==> src/rtl/cdma_pkg.sv <==
package cdma_pkg;

    localparam int CNT_W = 12;

    localparam logic [3:0] OP_WR   = 4'h1;
    localparam logic [3:0] OP_SKIP = 4'h2;
    localparam logic [3:0] OP_WRC  = 4'h5;
    localparam logic [3:0] OP_JMP  = 4'h7;
    localparam logic [3:0] OP_SYNC = 4'h8;

    localparam int B_IRQ     = 11;
    localparam int B_OVF_BUS = 12;
    localparam int B_OVF_TGT = 13;
    localparam int B_RESYNC  = 14;
    localparam int B_BADOP   = 18;
    localparam int B_RUN     = 27;
    localparam int B_PS      = 28;

    localparam logic [1:0] SEL_START = 2'd0;
    localparam logic [1:0] SEL_CTRL  = 2'd1;
    localparam logic [1:0] SEL_STAT  = 2'd2;
    localparam logic [1:0] SEL_MASK  = 2'd3;

    localparam logic [31:0] STICKY_M = (32'h1 << B_IRQ) | (32'h1 << B_OVF_BUS) |
                                       (32'h1 << B_RESYNC) | (32'h1 << B_BADOP);

    typedef struct packed {
        logic [3:0]       op;
        logic             sol;
        logic             eol;
        logic             rsv;
        logic             irq;
        logic [3:0]       clr;
        logic [3:0]       set;
        logic             rs_off;
        logic [2:0]       be;
        logic [CNT_W-1:0] cnt;
    } cmd_t;

    typedef enum logic [2:0] {S_IDLE, S_FCMD, S_FARG, S_EXEC, S_HALT} state_e;

    typedef struct packed {
        logic irq_req;
        logic ovf_bus;
        logic resync;
        logic badop;
    } ev_t;

    function automatic logic op_known(input logic [3:0] op);
        return op == OP_WR || op == OP_WRC || op == OP_SKIP || op == OP_JMP || op == OP_SYNC;
    endfunction

    function automatic logic is_xfer(input logic [3:0] op);
        return op == OP_WR || op == OP_WRC || op == OP_SKIP;
    endfunction

    function automatic logic is_write(input logic [3:0] op);
        return op == OP_WR || op == OP_WRC;
    endfunction

    function automatic logic [3:0] ps_next(input logic [3:0] ps, input cmd_t c);
        return (ps & ~c.clr) | c.set;
    endfunction

endpackage

==> src/rtl/cdma_regs.sv <==
module cdma_regs
    import cdma_pkg::*;
#(
    parameter int AW = 32
) (
    input  logic          clk,
    input  logic          rst,
    input  logic          reg_wr,
    input  logic [1:0]    reg_sel,
    input  logic [31:0]   reg_wdata,
    input  ev_t           ev,
    input  logic          running,
    input  logic [3:0]    prog_status,
    output logic [AW-1:0] start_addr,
    output logic          seq_en,
    output logic          fifo_en,
    output logic [31:0]   int_stat,
    output logic          irq
);

    logic [AW-1:0] start_q;
    logic [1:0]    ctrl_q;
    logic [31:0]   sticky_q;
    logic [31:0]   mask_q;
    logic [31:0]   ev_vec;
    logic [31:0]   clr_vec;

    always_comb begin
        ev_vec = '0;
        ev_vec[B_IRQ]     = ev.irq_req;
        ev_vec[B_OVF_BUS] = ev.ovf_bus;
        ev_vec[B_RESYNC]  = ev.resync;
        ev_vec[B_BADOP]   = ev.badop;
        clr_vec = (reg_wr && reg_sel == SEL_STAT) ? (reg_wdata & STICKY_M) : '0;
    end

    always_ff @(posedge clk) begin
        if (rst) begin
            start_q  <= '0;
            ctrl_q   <= '0;
            sticky_q <= '0;
            mask_q   <= '0;
        end else begin
            if (reg_wr && reg_sel == SEL_START) start_q <= {reg_wdata[AW-1:2], 2'b00};
            if (reg_wr && reg_sel == SEL_CTRL)  ctrl_q  <= reg_wdata[1:0];
            if (reg_wr && reg_sel == SEL_MASK)  mask_q  <= reg_wdata & STICKY_M;
            sticky_q <= (sticky_q & ~clr_vec) | ev_vec;
        end
    end

    always_comb begin
        start_addr = start_q;
        seq_en     = ctrl_q[1];
        fifo_en    = ctrl_q[0];
        int_stat   = sticky_q;
        int_stat[B_RUN] = running;
        int_stat[31:B_PS] = prog_status;
        irq        = |(sticky_q & mask_q);
    end

    // a write-one clear removes the interrupt flag unless a new one arrives
    p_w1c_clears_r9: assert property (@(posedge clk) disable iff (rst)
        (reg_wr && reg_sel == SEL_STAT && reg_wdata[B_IRQ] && !ev.irq_req) |=> !int_stat[B_IRQ]);

endmodule

==> src/rtl/cdma_engine.sv <==
module cdma_engine
    import cdma_pkg::*;
#(
    parameter int AW = 32
) (
    input  logic          clk,
    input  logic          rst,
    input  logic          seq_en,
    input  logic          fifo_en,
    input  logic [AW-1:0] start_addr,
    output logic          if_req,
    output logic [AW-1:0] if_addr,
    input  logic          if_ack,
    input  logic [31:0]   if_rdata,
    output logic          wr_valid,
    output logic [AW-1:0] wr_addr,
    output logic [31:0]   wr_data,
    input  logic          wr_ready,
    input  logic          fifo_valid,
    input  logic [31:0]   fifo_data,
    input  logic          fifo_sync,
    output logic          fifo_ready,
    output logic          running,
    output logic [3:0]    prog_status,
    output ev_t           ev
);

    localparam int WC_W = CNT_W - 2;
    localparam logic [AW-1:0] STEP = AW'(4);

    state_e        st;
    cmd_t          cmd;
    logic [AW-1:0] pc, cur, arg;
    logic [WC_W-1:0] wc;
    logic [3:0]    ps_q;
    logic          xfer_op, wr_op, sync_op, wc_zero, hs, finish;
    logic [AW-1:0] rd_aligned;

    always_comb begin
        xfer_op    = is_xfer(cmd.op);
        wr_op      = is_write(cmd.op);
        sync_op    = cmd.op == OP_SYNC;
        wc_zero    = wc == '0;
        fifo_ready = fifo_en && st == S_EXEC && ((xfer_op && !wc_zero) || sync_op);
        hs         = fifo_valid && fifo_ready;
        wr_valid   = hs && wr_op;
        wr_addr    = cur;
        wr_data    = fifo_data;
        if_req     = st == S_FCMD || st == S_FARG;
        if_addr    = pc;
        finish     = st == S_EXEC && ((xfer_op && wc_zero) || (sync_op && hs && fifo_sync)
                                      || cmd.op == OP_JMP);
        running    = st == S_FCMD || st == S_FARG || st == S_EXEC;
        rd_aligned = {if_rdata[AW-1:2], 2'b00};
        prog_status = ps_q;
        ev.irq_req = finish && cmd.irq;
        ev.ovf_bus = wr_valid && !wr_ready;
        ev.resync  = wr_valid && wr_ready && fifo_sync && !cmd.rs_off;
        ev.badop   = st == S_FARG && if_ack && !op_known(cmd.op);
    end

    always_ff @(posedge clk) begin
        if (rst) begin
            st   <= S_IDLE;
            cmd  <= '0;
            pc   <= '0;
            cur  <= '0;
            arg  <= '0;
            wc   <= '0;
            ps_q <= '0;
        end else if (!seq_en) begin
            st <= S_IDLE;
        end else begin
            case (st)
                S_IDLE: begin
                    pc <= start_addr;
                    st <= S_FCMD;
                end
                S_FCMD: if (if_ack) begin
                    cmd <= cmd_t'(if_rdata);
                    pc  <= pc + STEP;
                    st  <= S_FARG;
                end
                S_FARG: if (if_ack) begin
                    arg <= rd_aligned;
                    pc  <= pc + STEP;
                    wc  <= cmd.cnt[CNT_W-1:2];
                    if (cmd.op == OP_WR) cur <= rd_aligned;
                    st  <= op_known(cmd.op) ? S_EXEC : S_HALT;
                end
                S_EXEC: begin
                    if (hs && xfer_op && (!wr_op || wr_ready)) wc <= wc - 1'b1;
                    if (hs && wr_op && wr_ready) cur <= cur + STEP;
                    if (finish) begin
                        ps_q <= ps_next(ps_q, cmd);
                        st   <= S_FCMD;
                        if (cmd.op == OP_JMP) pc <= arg;
                    end
                end
                default: ;
            endcase
        end
    end

    p_fetch_aligned_r2: assert property (@(posedge clk) disable iff (rst)
        if_req |-> if_addr[1:0] == 2'b00);

    p_halt_quiet_r12: assert property (@(posedge clk) disable iff (rst)
        (st == S_HALT && seq_en) |=> (!if_req && !wr_valid));

    p_disable_idle_r13: assert property (@(posedge clk) disable iff (rst)
        !seq_en |=> !running);

    p_sync_waits_r7: assert property (@(posedge clk) disable iff (rst)
        (st == S_EXEC && sync_op && hs && !fifo_sync && seq_en) |=> st == S_EXEC);

    p_drop_holds_addr_r10: assert property (@(posedge clk) disable iff (rst)
        (wr_valid && !wr_ready && seq_en) |=> $stable(wr_addr));

endmodule

==> src/rtl/cdma_seq.sv <==
module cdma_seq
    import cdma_pkg::*;
#(
    parameter int AW = 32
) (
    input  logic          clk,
    input  logic          rst,
    input  logic          reg_wr,
    input  logic [1:0]    reg_sel,
    input  logic [31:0]   reg_wdata,
    output logic [31:0]   int_stat,
    output logic          irq,
    output logic          if_req,
    output logic [AW-1:0] if_addr,
    input  logic          if_ack,
    input  logic [31:0]   if_rdata,
    output logic          wr_valid,
    output logic [AW-1:0] wr_addr,
    output logic [31:0]   wr_data,
    input  logic          wr_ready,
    input  logic          fifo_valid,
    input  logic [31:0]   fifo_data,
    input  logic          fifo_sync,
    output logic          fifo_ready
);

    ev_t           ev;
    logic          running, seq_en, fifo_en;
    logic [3:0]    prog_status;
    logic [AW-1:0] start_addr;

    cdma_regs #(.AW(AW)) u_regs (
        .clk(clk), .rst(rst), .reg_wr(reg_wr), .reg_sel(reg_sel), .reg_wdata(reg_wdata),
        .ev(ev), .running(running), .prog_status(prog_status), .start_addr(start_addr),
        .seq_en(seq_en), .fifo_en(fifo_en), .int_stat(int_stat), .irq(irq)
    );

    cdma_engine #(.AW(AW)) u_engine (
        .clk(clk), .rst(rst), .seq_en(seq_en), .fifo_en(fifo_en), .start_addr(start_addr),
        .if_req(if_req), .if_addr(if_addr), .if_ack(if_ack), .if_rdata(if_rdata),
        .wr_valid(wr_valid), .wr_addr(wr_addr), .wr_data(wr_data), .wr_ready(wr_ready),
        .fifo_valid(fifo_valid), .fifo_data(fifo_data), .fifo_sync(fifo_sync),
        .fifo_ready(fifo_ready), .running(running), .prog_status(prog_status), .ev(ev)
    );

endmodule

==> config.mk <==
export PLATFORM = sky130hd
export DESIGN_NAME = cdma_seq
export DESIGN_NICKNAME = d
export VERILOG_FILES = /design/src/rtl/cdma_pkg.sv /design/src/rtl/cdma_regs.sv /design/src/rtl/cdma_engine.sv /design/src/rtl/cdma_seq.sv
export SDC_FILE = /design/constraint.sdc
export NUM_CORES = 1
export LEC_CHECK = 0
export CAP_MARGIN = 5
export CORE_MARGIN = 2
export CORE_UTILIZATION = 53
export DETAILED_ROUTE_END_ITERATION = 7
export GPL_ROUTABILITY_DRIVEN = 1
export PLACE_DENSITY = 0.91
export SYNTH_ARGS = -nofsm -noshare
export SYNTH_HDL_FRONTEND = slang
export SYNTH_SLANG_ARGS = --single-unit
==> constraint.sdc <==
create_clock -name clk -period 6.39 [get_ports clk]
set_input_delay 1.278 -clock clk [delete_from_list [all_inputs] [get_ports clk]]
set_output_delay 1.278 -clock clk [all_outputs]
set_load 0.01 [all_outputs]
==> flow_summary_export.csv <==
group,metric,value,unit
sta,rsz0062_at_grt,"no",
run,cap_violations,0,
synth,synth_simple_gate_area_share,25.17,%
route,ant_nets,0,
die,start_util,53.75,%
worst_setup_path,crit_path_top_delay_cell,"a21o_1",
power,vdd_drop_max,0.2037,mV
synth,synth_edf_count,0,
die,core-area,0.01641,sq mm
power,p_per_area,212.9,mW/mm^2
sta,slew_headroom,23.59,%
synth,syn_avg_cell_area,7.642,sq um
route,wl,26.63,mm
synth,synth-xor-area-share,0.1986,%
global_route,antenna_found_initial,0,
cts,htreeDepth,4,
global_route,grt_max_degree,74,
worst_setup_path,critPathArrivalTime,3.15,ns
power,p_sw_share,23.44,%
worst_setup_path,critPathMaxStageDelay,0.78,ns
synth,yosysWarnings,0,
worst_setup_path,cp_top_family,"buffers and inverters",
synth,synth_top_family_by_area,"simple AND/OR/NAND/NOR gates",
final_layout,syn2layout_area_growth,19.71,%
worst_setup_path,rr_worst_depth,6,
worst_setup_path,path_cells,"nand2b_1, a21o_1, inv_1, clkdlybuf4s50_1",
power,seqPwrFrac,48.1,%
synth,netlist_instances,1154,
cts,post_cts_buffers,0,
route,drt_iter0_markers,1295,
sta,finalCritPeriodShare,69.30,%
final_layout,antenna_cells,0,
hold_path,hp-class,"reg2reg",
global_route,grt_pass1_vias,8247,
final_layout,final_common_cell,"nand2_1",
route,dr.pass1.iters,6,
hold_path,holdPathStages,2,
global_route,overflow,0,
hold_path,hp-start,"u_engine.cmd[2]",
die,io_pins,237,
sta,tns,0,ns
power,pwr-share-clk,45.9,%
sta,hold_viol,0,
sta,slew_viol_final,0,
final_layout,final_core_util,64.34,%
sta,setup_violations,0,
power,leakagePower,0.003549,uW
final_layout,layout_common_cells,"nand2_1, dfxtp_1, clkdlybuf4s50_1",
worst_setup_path,start_kind,"flop",
worst_setup_path,worstSetupEndpointType,"primary output",
power,comb_power_share,6.0,%
route,vias,9054,
worst_setup_path,crit_required,5.11,ns
sta,max_freq,0.2258,GHz
global_route,gr-usage-all-layers,29.32,%
route,viasPerCell,6.236,
placed_design,hpwl,18.33,mm
cts,clk_pin_slew,0.07,ns
cts,clk_path_buf_depth,2,
worst_setup_path,r2r_slack,3.15,ns
sta,finalClockSkew,0.007493,ns
placed_design,place_ws,2.226,ns
cts,cts_made_buffers,17,
cts,cts_root_buf,"clkbuf_16",
placed_design,port_buffers,143,
worst_setup_path,reg2reg_from,"u_engine.cmd[28]",
worst_setup_path,cp_num_buf_inv,2,
synth,synthMuxAreaShare,2.199,%
synth,syn_area,0.008818,sq mm
placed_design,gp_congestion,0.9471,
final_layout,drive_gt1_share,5.519,%
global_route,grt_first_pass_wirelength,41.70,mm
worst_setup_path,cp.depth,4,
die,die-area,0.01769,sq mm
worst_setup_path,crit_fanout,32,
power,power_switching,526.7,uW
die,die_w,133.0,microns
route,wl_per_cell,18.34,microns
cts,clk_latency,0.43,ns
outcome,status,"completed",
power,intPower,1721,uW
route,drc,0,
die,rows,47,
sta,period_minus_slack,4.428,ns
final_layout,fin_nets,1328,
synth,synth_ff_type,"dfxtp_1",
cts,holdBufCountCts,0,
synth,yosysSeqAreaShare,38.82,%
synth,yosys.area_share.adder,0.5675,%
cts,cts_tree,"built",
synth,yosysUniqueCellTypes,73,
cts,cts_resized,0,
die,die_h,133.0,microns
sta,worst_slew_pin_slew,1.136,ns
synth,yosys_register_bits,171,
sta,fin_ws,1.962,ns
synth,synth_compound_area_share,23.85,%
worst_setup_path,timing.critical_path.from,"u_engine.st[0]",
synth,synthArstFlopShare,0,%
cts,cts_sinks,171,
worst_setup_path,crit_type,"reg2out",
final_layout,fillers,1342,
-- logic make-up after synthesis --
logic type               count (synthesis)
AND/OR/NAND/NOR                        475
AO/OA/AOI/OAI                          331
flip-flops                             171
other                                    1
XOR/XNOR                                 2
multiplexers                            19
buffers and inverters                  151
adder cells (fa/ha/maj)                  4
-- cell type report --
type | count | area (sq um) | share of cell area (%)
Clock buffer | 18 | 439.2 | 4.160
Clock inverter | 14 | 146.4 | 1.387
Inverter | 17 | 63.81 | 0.6045
Multi-Input combinational cell | 858 | 4697 | 44.49
Sequential cell | 171 | 3423 | 32.43
Tap cell | 220 | 275.3 | 2.608
Timing Repair Buffer | 154 | 1511 | 14.32
-- worst reg2reg max path, cell delays in order, from the launching register on --
cell	delay, ns
dfxtp_1	0.61
or3b_1	0.43
o41a_1	0.70
nor2_1	0.69
nor2_1	0.34
o311ai_0	0.20
o21ai_0	0.14
-- registers in the layout, summed over array words and instances (netlist names) --
register and count:
u_engine.if_addr 30, u_engine.arg 30, u_engine.wr_addr 30, u_regs.sticky_q 4, u_regs.mask_q 4, u_regs.start_addr 30, u_regs.ctrl_q 2, u_engine.prog_status 4
u_engine.cmd 24, u_engine.wc 10, u_engine.st 3
-- power by group through the flow --
stage          clock [uW]  sequential, uW  combinational [uW]
4_1_cts              1030            1080                 133
3_3_place_gp            0            1100                 131
2_1_floorplan           0            1100                93.3
3_5_place_dp            0            1100                 132
5_1_grt              1080            1080                 145
6_report             1030            1080                 136
-- synthesized netlist by cell type (18+ instances only) --
| library cell | count | area, sq um |
|---|---|---|
| clkbuf_1 | 67 | 251.5 |
| nand2_1 | 233 | 874.6 |
| a22oi_1 | 22 | 165.2 |
| nand3_1 | 40 | 200.2 |
| and3_1 | 21 | 131.4 |
| o21ai_0 | 54 | 270.3 |
| dfxtp_1 | 171 | 3423 |
| a31oi_1 | 18 | 112.6 |
| nor2_1 | 71 | 266.5 |
| nor3_1 | 21 | 105.1 |
| buf_4 | 61 | 457.9 |
| a21oi_1 | 134 | 670.6 |
-- stage by stage --
stage	hold WS [ns]	instance area [sq um]	total power, uW	std cells
after floorplan	0.4329	8916	1196	1180
after global routing	0.4660	10560	2302	1452
after global placement	0.4409	9971	1235	1420
final	0.4561	10560	2247	1452
after detailed placement	0.4435	9971	1237	1420
after CTS	0.4523	10560	2247	1452
-- routing by layer --
metal	routed length, microns	track usage (%)	up-vias
met5	0	0	-
met4	959	12.96	0
met3	2733	6.437	90
met2	12160	46.98	558
met1	10770	38.03	4221
li1	-	-	4185
-- worst paths after layout --
path / end
max reg2reg: u_engine.wr_addr[20]
min reg2reg: u_engine.cmd[2]
min: u_engine.cmd[2]
max: if_req
(Power assumes the default switching activity.)
